[config.mk]
export PLATFORM = sky130hd
export DESIGN_NAME = shift_unit
export DESIGN_NICKNAME = d
export VERILOG_FILES = /design/src/rtl/shift_pkg.sv /design/src/rtl/shift_decode.sv /design/src/rtl/shift_barrel.sv /design/src/rtl/shift_unit.sv
export SDC_FILE = /design/constraint.sdc
export NUM_CORES = 1
export LEC_CHECK = 0
export BUFFER_PORTS_ARGS = -buffer_cell sky130_fd_sc_hd__buf_2
export CAP_MARGIN = 0
export CORE_ASPECT_RATIO = 0.8
export CORE_MARGIN = 3
export CORE_UTILIZATION = 30
export DETAILED_ROUTE_END_ITERATION = 8
export GPL_TIMING_DRIVEN = 0
export PLACE_DENSITY_LB_ADDON = 0.3
export SETUP_SLACK_MARGIN = 0.1
export SYNTH_ARGS = -nofsm -noshare
export SYNTH_HDL_FRONTEND = slang
export SYNTH_SLANG_ARGS = --single-unit
[constraint.sdc]
create_clock -name vclk -period 15.8
set_clock_uncertainty 0.1 [all_clocks]
set_input_delay 3.16 -clock vclk [all_inputs]
set_output_delay 3.16 -clock vclk [all_outputs]
set_load 0.02 [all_outputs]
[src/rtl/shift_pkg.sv]
package shift_pkg;
  localparam int unsigned DATA_W = 32;
  localparam int unsigned FN_W   = 6;

  typedef enum logic [1:0] {
    FILL_ZERO = 2'd0,
    FILL_SIGN = 2'd1,
    FILL_WRAP = 2'd2
  } fill_e;

  localparam logic [FN_W-1:0] FN_SLL  = 6'h00;
  localparam logic [FN_W-1:0] FN_SRL  = 6'h02;
  localparam logic [FN_W-1:0] FN_SRA  = 6'h03;
  localparam logic [FN_W-1:0] FN_SLLV = 6'h04;
  localparam logic [FN_W-1:0] FN_SRLV = 6'h06;
  localparam logic [FN_W-1:0] FN_SRAV = 6'h07;
endpackage

[src/rtl/shift_decode.sv]
module shift_decode
  import shift_pkg::*;
(
  input  logic [FN_W-1:0] funct_i,
  input  logic            rot_sel_i,
  output logic            valid_o,
  output logic            left_o,
  output logic            use_var_o,
  output fill_e           fill_o
);
  always_comb begin
    valid_o   = 1'b0;
    left_o    = 1'b0;
    use_var_o = 1'b0;
    fill_o    = FILL_ZERO;
    unique case (funct_i)
      FN_SLL, FN_SLLV: begin
        valid_o   = !rot_sel_i;
        left_o    = 1'b1;
        use_var_o = (funct_i == FN_SLLV);
      end
      FN_SRL, FN_SRLV: begin
        valid_o   = 1'b1;
        use_var_o = (funct_i == FN_SRLV);
        fill_o    = rot_sel_i ? FILL_WRAP : FILL_ZERO;
      end
      FN_SRA, FN_SRAV: begin
        valid_o   = !rot_sel_i;
        use_var_o = (funct_i == FN_SRAV);
        fill_o    = FILL_SIGN;
      end
      default: valid_o = 1'b0;
    endcase
  end
endmodule

[src/rtl/shift_barrel.sv]
module shift_barrel
  import shift_pkg::*;
#(
  parameter int unsigned WIDTH = 32,
  localparam int unsigned AMT_W = $clog2(WIDTH)
) (
  input  logic [WIDTH-1:0] data_i,
  input  logic [AMT_W-1:0] amt_i,
  input  logic             left_i,
  input  fill_e            fill_i,
  output logic [WIDTH-1:0] data_o
);
  logic [WIDTH-1:0] rev_in;
  logic [WIDTH-1:0] stg [AMT_W+1];
  logic [WIDTH-1:0] rev_out;

  // Left shifts become right shifts of the bit-reversed operand.
  for (genvar i = 0; i < WIDTH; i++) begin : g_rev
    assign rev_in[i]  = data_i[WIDTH-1-i];
    assign rev_out[i] = stg[AMT_W][WIDTH-1-i];
  end

  assign stg[0] = left_i ? rev_in : data_i;

  for (genvar k = 0; k < AMT_W; k++) begin : g_stage
    localparam int unsigned S = 1 << k;
    logic [S-1:0] fill_bits;
    always_comb begin
      unique case (fill_i)
        FILL_SIGN: fill_bits = {S{stg[k][WIDTH-1]}};
        FILL_WRAP: fill_bits = stg[k][S-1:0];
        default:   fill_bits = '0;
      endcase
    end
    assign stg[k+1] = amt_i[k] ? {fill_bits, stg[k][WIDTH-1:S]} : stg[k];
  end

  assign data_o = left_i ? rev_out : stg[AMT_W];
endmodule

[src/rtl/shift_unit.sv]
module shift_unit
  import shift_pkg::*;
(
  input  logic [5:0]  funct_i,
  input  logic        rot_sel_i,
  input  logic [4:0]  sa_i,
  input  logic [31:0] rs_i,
  input  logic [31:0] rt_i,
  output logic [31:0] result_o,
  output logic        valid_o
);
  localparam int unsigned AMT_W = $clog2(DATA_W);

  logic             dec_valid;
  logic             dec_left;
  logic             dec_var;
  fill_e            dec_fill;
  logic [AMT_W-1:0] amount;
  logic [DATA_W-1:0] shifted;

  shift_decode u_decode (
    .funct_i   (funct_i),
    .rot_sel_i (rot_sel_i),
    .valid_o   (dec_valid),
    .left_o    (dec_left),
    .use_var_o (dec_var),
    .fill_o    (dec_fill)
  );

  assign amount = dec_var ? rs_i[AMT_W-1:0] : sa_i;

  shift_barrel #(.WIDTH(DATA_W)) u_barrel (
    .data_i (rt_i),
    .amt_i  (amount),
    .left_i (dec_left),
    .fill_i (dec_fill),
    .data_o (shifted)
  );

  assign valid_o  = dec_valid;
  assign result_o = dec_valid ? shifted : '0;
endmodule

# Yosys cells after proc, flatten, opt, wreduce, memory -nomap -nowiden
# Index checks and enable logic that the tools add are counted.
[classes]
n_eq_ne = 7
muxes = 19
reduce_logical = 6
[op_table]
columns = ["op", "count"]
rows = [
  ["$mux W32", 8],
  ["$pmux W16 S2", 1],
  ["$eq A6 B3 Y1 const B", 3],
  ["$pmux W8 S2", 1],
  ["$eq A6 B2 Y1 const B", 2],
  ["$pmux W2 S2", 2],
  ["$pmux W4 S2", 1],
  ["$logic_not A6 Y1", 1],
  ["$reduce_or A2 Y1", 3],
  ["$mux W5", 1],
  ["$pmux W1 S2", 2],
  ["$reduce_or A4 Y1", 1],
  ["$pmux W1 S3", 1],
  ["$eq A2 B1 Y1 const B", 1],
  ["$eq A2 B2 Y1 const B", 1],
  ["$mux W2", 1],
  ["$logic_not A1 Y1", 1],
  ["$mux W1", 1],
]
[totals]
reg_bits = 0
input_bits = 76
output_inout_bits = 33
word_cells = 32

# Logic depth before layout (Yosys ltp)
# Gate-level depths: netlist of the first run.
[depth]
word_depth = 16
ltp_mapped = 16
depth_no_buf = 13

# Hierarchy
# From an unflattened synthesis of the first run, not the netlist that was laid out.
[unflattened]
cells_unflattened = 533
hier_area_um2 = 4164.0
[modules_own_cells]
columns = ["mod", "n_inst", "cells_each", "area_each_um2", "seq_area_each_um2"]
rows = [
  ["shift_barrel", 1, 482, 3826.2, 0.0],
  ["shift_unit", 1, 40, 271.5, 0.0],
  ["shift_decode", 1, 11, 66.3, 0.0],
]

# Worst setup path before layout of the first run
# OpenSTA, ideal clock, no wires.
[synth_timing]
kind = "input-to-output"
startpoint = "in funct_i[3]"
endpoint = "out result_o[28]"
arrival_ns = 7.017
path_slack_ns = 5.523
cell_stages = 16
path_buffers = 4
cell_sequence = "nor3_2 -> buf_2 -> clkbuf_1 -> nand4b_1 -> ha_1 -> clkbuf_1 -> nor2b_1 -> o21ai_0 -> a21boi_0 -> o31ai_4 -> o221ai_1 -> o211ai_2 -> a31oi_4 -> buf_6 -> a21oi_1 -> a221oi_1"
[synth_between]
elab_chain_cells = 16
word_cells_on_any_way = 30
classes_between = "eq/ne: 7; mux: 18; reduce/logical: 5"
[synth_rtl]
columns = ["element", "line_no", "rtl"]
rows = [
  ["start, declared", "shift_unit.sv:4", "input logic [5:0] funct_i,"],
  ["$eq A6 B2 Y1 (tied with other cells)", "shift_decode.sv:16", "unique case (funct_i)"],
  ["$reduce_or A2 Y1", "shift_decode.sv:16", ""],
  ["$pmux W2 S2 / $mux W1 (equally long branches)", "shift_decode.sv:16", ""],
  ["$eq A2 B2 Y1 (tied with other cells)", "shift_barrel.sv:29", "unique case (fill_i)"],
  ["$pmux W1 S2", "shift_barrel.sv:29", ""],
  ["$mux W32", "shift_barrel.sv:35", "assign stg[k+1] = amt_i[k] ? {fill_bits, stg[k][WIDTH-1:S]} : stg[k];"],
  ["$pmux W2 S2", "shift_barrel.sv:29", ""],
  ["$mux W32", "shift_barrel.sv:35", ""],
  ["$pmux W4 S2", "shift_barrel.sv:29", ""],
  ["$mux W32", "shift_barrel.sv:35", ""],
  ["$pmux W8 S2", "shift_barrel.sv:29", ""],
  ["$mux W32", "shift_barrel.sv:35", ""],
  ["$pmux W16 S2", "shift_barrel.sv:29", ""],
  ["$mux W32", "shift_barrel.sv:35", ""],
  ["$mux W32", "shift_barrel.sv:38", "assign data_o = left_i ? rev_out : stg[AMT_W];"],
  ["$mux W32 (*)", "shift_unit.sv:41", "assign result_o = dec_valid ? shifted : '0;"],
  ["end, declared", "shift_unit.sv:9", "output logic [31:0] result_o,"],
]
# Every way passes the cells marked *; elsewhere a longest branch is shown, timed or not.

# Final worst setup path of the first run
[layout_timing]
startpoint = "in funct_i[3]"
endpoint = "out result_o[13]"
# The elaborated chain is that of the path after synthesis.

==> results of run 1 <==
synthesized netlist by cell type, drive strengths merged (7+ instances only):
cell / n
o21ai: 71
o31ai: 10
a22oi: 8
a31oi: 21
o211ai: 34
nand2b: 11
a2111oi: 7
nor3: 17
a211oi: 21
mux2: 12
o22ai: 26
nor2: 48
nand3: 62
a221oi: 15
clkbuf: 32
inv: 14
a21oi: 35
mux2i: 24
nand2: 73
nand4: 27
a21boi: 7
buf: 39
cells in the final DEF (no fill, tap or decap), drive strengths merged, types with 11 or more instances in the layout:
cell type / Yosys / final
a31oi: 21 / 21
inv: 14 / 14
a211oi: 21 / 21
nand4: 27 / 27
a21oi: 35 / 35
nand3: 62 / 62
nand2: 73 / 73
nor3: 17 / 17
o211ai: 34 / 34
nor2: 48 / 48
a221oi: 15 / 15
buf: 39 / 119
clkbuf: 32 / 32
mux2i: 24 / 24
o22ai: 26 / 26
nand2b: 11 / 11
o21ai: 71 / 71
mux2: 12 / 12
worst max-delay path: stages:
cell      delay (ps)
buf_2            110
nor3_2           510
buf_2            360
clkbuf_1         500
nand4b_1         240
ha_1             330
clkbuf_1         420
nor2b_1          270
o21ai_0          130
a21boi_0         180
o311ai_0         580
a211oi_1         260
o311ai_1         600
o21ai_0          240
a221oi_2         410
o22ai_1          110
buf_2            180
routing by layer:
metal	vias to the layer above	GRT usage	wire length, µm
li1	3033	-	-
met2	565	0.374	9810
met4	0	0.0599	762
met3	77	0.0581	3410
met5	-	0	0
met1	3168	0.394	10200
report_power, final:
part / switching [mW] / internal (mW) / leakage, nW
sequential: 0 / 0 / 0
combinational: 0.119 / 0.0588 / 1.91
clock: 0 / 0 / 0
worst max path at each step:
stage	end	cells past startpoint	slack, ps
floorplan	result_o[28]	16	5520
global placement	result_o[13]	17	4180
detailed placement	result_o[13]	17	4230
CTS	result_o[13]	17	4220
global route	result_o[11]	17	3720
finish	result_o[13]	17	3950
stage by stage:
| step | instances | utilization | setup slack [ps] | hold slack, ps | power, mW |
|---|---|---|---|---|---|
| 2_1_floorplan | 714 | - | 5520 | 6740 | 0.115 |
| 3_3_place_gp | 1004 | 0.353 | 4180 | 7090 | 0.170 |
| 3_5_place_dp | 1004 | 0.353 | 4230 | 7120 | 0.168 |
| 4_1_cts | 1004 | 0.353 | 4220 | 7120 | 0.169 |
| 5_1_grt | 1004 | 0.353 | 3720 | 7190 | 0.186 |
| 6_report | 1004 | 0.353 | 3950 | 7120 | 0.177 |
area by class of cell:
| type | instances | area share |
|---|---|---|
| Buffer | 71 | 0.0724 |
| Inverter | 14 | 0.00978 |
| Multi-Input combinational cell | 629 | 0.794 |
| Tap cell | 210 | 0.0489 |
| Timing Repair Buffer | 80 | 0.0745 |
logic make-up (layout without fill, tap and decap cells):
| group | Yosys count | count (layout) |
|---|---|---|
| AO/OA/AOI/OAI | 316 | 316 |
| AND/OR/NAND/NOR | 270 | 270 |
| buffers and inverters | 85 | 165 |
| multiplexers | 41 | 41 |
| adder cells (fa/ha/maj) | 2 | 2 |
==> flow_metrics.env, run 1 <==
export IMPL_initial_core_util=0.310
export IMPL_die_area_mm2=0.0172
export IMPL_core_mm2=0.0152
export IMPL_synth_compound_area_frac=0.506
export IMPL_post_cts_setup_buffer_count=0
export IMPL_p_leak_nw=1.91
export IMPL_drtAntennaViolNets=0
export IMPL_nFillCells=1685
export IMPL_vias=6843
export IMPL_cts_resized=0
export IMPL_tightest_slew_ps=1030
export IMPL_grt_pass1_wl_um=36600
export IMPL_ios=109
export IMPL_endpoint_kind="primary output"
export IMPL_crit_fanout=10
export IMPL_cp_startpoint="funct_i[3]"
export IMPL_synth_simple_area_share=0.291
export IMPL_yosys_area_top_type="nand3_1"
export IMPL_pwr_density_cell_mw_per_mm2=33.0
export IMPL_drt_wirelength_per_cell_um=24.1
export IMPL_multi_input_area_mm2=0.00427
export IMPL_postCtsHoldBufs=0
export IMPL_syn_nets=792
export IMPL_hold_path_class="primary input to primary output"
export IMPL_setup_viol=0
export IMPL_ys_warn_count=0
export IMPL_final_area_mm2=0.00537
export IMPL_ir_drop_v=0.00000881
export IMPL_die_w_um=146
export IMPL_synth_area_mm2=0.00471
export IMPL_synth_area_leaders="nand3_1, o21ai_0, nand2_1, mux2i_1, o211ai_1"
export IMPL_placed_area_mm2=0.00537
export IMPL_fin_crit_ps=11850
export IMPL_firstDrtPassIters=7
export IMPL_drtIter0Drc=1555
export IMPL_regArea_um2=0
export IMPL_timing_final_crit_share=0.750
export IMPL_fin_tns_setup_ps=0
export IMPL_crit_required_ps=12540
export IMPL_final_hold_viol_count=0
export IMPL_yosysSeqAreaShare=0
export IMPL_port_buffers=80
export IMPL_synth_top_family_by_area="compound AO/OA/AOI/OAI gates"
export IMPL_grt_pass1_vias=6080
export IMPL_maxCapViolations=0
export IMPL_worstPathArrival_ps=8590
export IMPL_synth_mux_area_frac=0.104
export IMPL_dieHeight_um=118
export IMPL_nets=874
export IMPL_routed_wl_um=24200
export IMPL_grt_usage=0.261
export IMPL_row_count=40
export IMPL_clock_buffers=0
export IMPL_synth_fa_ha_area_frac=0.00531
export IMPL_vias_per_cell=6.82
export IMPL_slew_headroom=0.308
export IMPL_drc_errors=0
export IMPL_yosys_area_top_type_share=0.0648
export IMPL_gr_total_overflow=0
export IMPL_min_path_cells=7
export IMPL_n_antenna_cell=0
export IMPL_syn_inst=714
export IMPL_hpwl_um=19400
export IMPL_drive_above_1_share=0.228
export IMPL_status="completed"
export IMPL_min_from="rs_i[3]"
export IMPL_rsz0062_at_grt="false"
export IMPL_worstSetupStartpointType="primary input"
export IMPL_hold_end="result_o[16]"
export IMPL_finalMaxSlewViolations=0
export IMPL_yosys_cell_types_count=88
export IMPL_place_congestion=1.06
export IMPL_grt_antenna_before_repair=0
export IMPL_syn2layout_area_growth_pct=14.1
export IMPL_fmax_mhz=84.4
export IMPL_crit_type="primary input to primary output"
export IMPL_synth_xor_area_share=0
export IMPL_syn_avg_cell_area_um2=6.60
export IMPL_seq_cells=0
export IMPL_grt_max_degree=11
No activity file was read; power rests on OpenSTA's default activity.
==> run 2, diff against run 1 <==
Settings changed: ABC_AREA from default to 1.
Clock period 15.8 ns to 9.9 ns, I/O delays scaled along.
==> run 2 against run 1 <==
Compared with the run above: via count is 28% lower; non-clock buffer count is 24 lower; sequential share of layout area stayed put; critical endpoint is now result_o[5]; wire length is 49% lower; die area is 20% lower; highest routed layer unchanged; largest power group unchanged.
==> flow_metrics.env, run 2 <==
export IMPL_status="completed"
export IMPL_place_congestion=0.936
export IMPL_cp_slowest_stage_delay_ps=360
export IMPL_endpoint_kind="primary output"
export IMPL_regArea_um2=0
export IMPL_fin_crit_ps=7110
export IMPL_fmax_mhz=141
export IMPL_seq_cells=0
export IMPL_crit_fanout=10
export IMPL_finalWorstSetupSlack_ps=2790
export IMPL_syn2layout_area_growth_pct=16.1
export IMPL_ys_warn_count=0
export IMPL_crit_type="primary input to primary output"
export IMPL_final_hold_viol_count=0
export IMPL_maxCapViolations=0
export IMPL_yosys_cell_types_count=30
export IMPL_syn_avg_cell_area_um2=4.63
export IMPL_grt_max_degree=11
export IMPL_die_w_um=130
export IMPL_ir_drop_v=0.0000143
export IMPL_synth_commonest_cells="nand2_1, inv_1, o21ai_1, o21ai_0, nand3_1"
export IMPL_die_area_mm2=0.0137
export IMPL_drc_errors=0
export IMPL_utilization=0.365
export IMPL_setup_viol=0
export IMPL_routed_wl_um=12400
export IMPL_drt_wirelength_per_cell_um=12.0
export IMPL_cts_resized=0
export IMPL_cp_top_family="simple AND/OR/NAND/NOR gates"
export IMPL_grt_pass1_wl_um=21200
export IMPL_clock_buffers=0
export IMPL_synth_area_leaders="nand2_1, inv_1, o21ai_1, o21ai_0, nand3_1"
export IMPL_synth_area_mm2=0.00370
export IMPL_timing_final_crit_share=0.718
export IMPL_tightest_slew_ps=730
export IMPL_min_from="rot_sel_i"
export IMPL_synth_most_common_cell="nand2_1"
export IMPL_yosysSeqAreaShare=0
export IMPL_placed_cells=1031
export IMPL_core_mm2=0.0118
export IMPL_yosys_area_top_type="nand2_1"
export IMPL_syn_nets=879
export IMPL_grt_usage=0.181
export IMPL_final_cells=1031
export IMPL_pwr_density_cell_mw_per_mm2=42.4
export IMPL_gr_total_overflow=0
export IMPL_critPathBufInv=7
export IMPL_crit_path_frequent_cell="nand2_2"
export IMPL_hold_path_class="primary input to primary output"
export IMPL_syn_inst=801
export IMPL_postCtsHoldBufs=0
export IMPL_drive_above_1_share=0.185
export IMPL_ios=109
export IMPL_crit_required_ps=7820
export IMPL_fin_tns_setup_ps=0
export IMPL_n_antenna_cell=0
export IMPL_dieHeight_um=105
export IMPL_yosys_area_top_type_share=0.316
export IMPL_grt_pass1_vias=4464
export IMPL_hpwl_um=10700
export IMPL_worstPathArrival_ps=5030
export IMPL_whs_ps=4610
export IMPL_pre_cts_ws_ps=2810
export IMPL_mostFrequentLayoutCell="nand2_1"
export IMPL_cp_startpoint="funct_i[3]"
export IMPL_finalMaxSlewViolations=0
export IMPL_grt_antenna_before_repair=0
export IMPL_drtIter0Drc=393
export IMPL_worstSetupStartpointType="primary input"
export IMPL_initial_core_util=0.314
export IMPL_row_count=35
export IMPL_slew_headroom=0.508
export IMPL_port_buffers=82
export IMPL_p_leak_nw=2.81
export IMPL_cp_slowest_cell="ha_1"
export IMPL_firstDrtPassIters=5
export IMPL_vias_per_cell=4.75
export IMPL_vias=4902
export IMPL_rsz0062_at_grt="false"
export IMPL_final_cell_mix="nand2_1, inv_1, buf_2"
export IMPL_nets=963
export IMPL_post_cts_setup_buffer_count=0
export IMPL_drtAntennaViolNets=0
[run 2: cell types whose count changed in the layout (fill, tap and decap cells not counted), sizes merged, moves of 21 or more]
cell	delta
nand2	+270
inv	+130
o21ai	+71
o211ai	-33
nor2	-32
o22ai	-26
nand4	-25
a211oi	-21
[run 2: kinds of logic (layout without fill, tap and decap cells)]
| group | after synthesis | in the layout | share of synthesized area |
|---|---|---|---|
| simple gates | 435 | 435 | 0.516 |
| fa+ha+maj | 2 | 2 | 0.00675 |
| compound gates | 167 | 167 | 0.238 |
| mux | 7 | 7 | 0.0189 |
| buf+inv | 190 | 272 | 0.220 |
[run 2: final cells by class]
type                            count  area [µm²]
Multi-Input combinational cell    611        2890
Inverter                          145         544
Fill cell                        1398        7480
Buffer                             45         272
Tap cell                          148         185
Timing Repair Buffer               82         410
[run 2: layer usage]
layer	part of all wire	track usage	vias up	routed length [µm]
met4	0.0066	0.00964	0	82
met5	0	0	-	0
met3	0.064	0.0142	8	792
met2	0.42	0.280	140	5200
li1	-	-	2627	-
met1	0.51	0.284	2127	6320
[run 2: stage by stage]
stage | power, mW | area [µm²]
finish | 0.182 | 4300
global route | 0.208 | 4300
CTS | 0.180 | 4300
detailed placement | 0.179 | 4300
global placement | 0.179 | 4300
floorplan | 0.128 | 3700
[run 2: final timing paths]
check                      to  depth (start not counted)
setup / recovery  result_o[5]                         31
hold / removal    result_o[0]                          7
[run 2: power breakdown]
group,switching [mW],leakage (nW),internal (mW)
combinational,0.121,2.81,0.0611
clock,0,0,0
sequential,0,0,0
total,0.121,2.81,0.0611
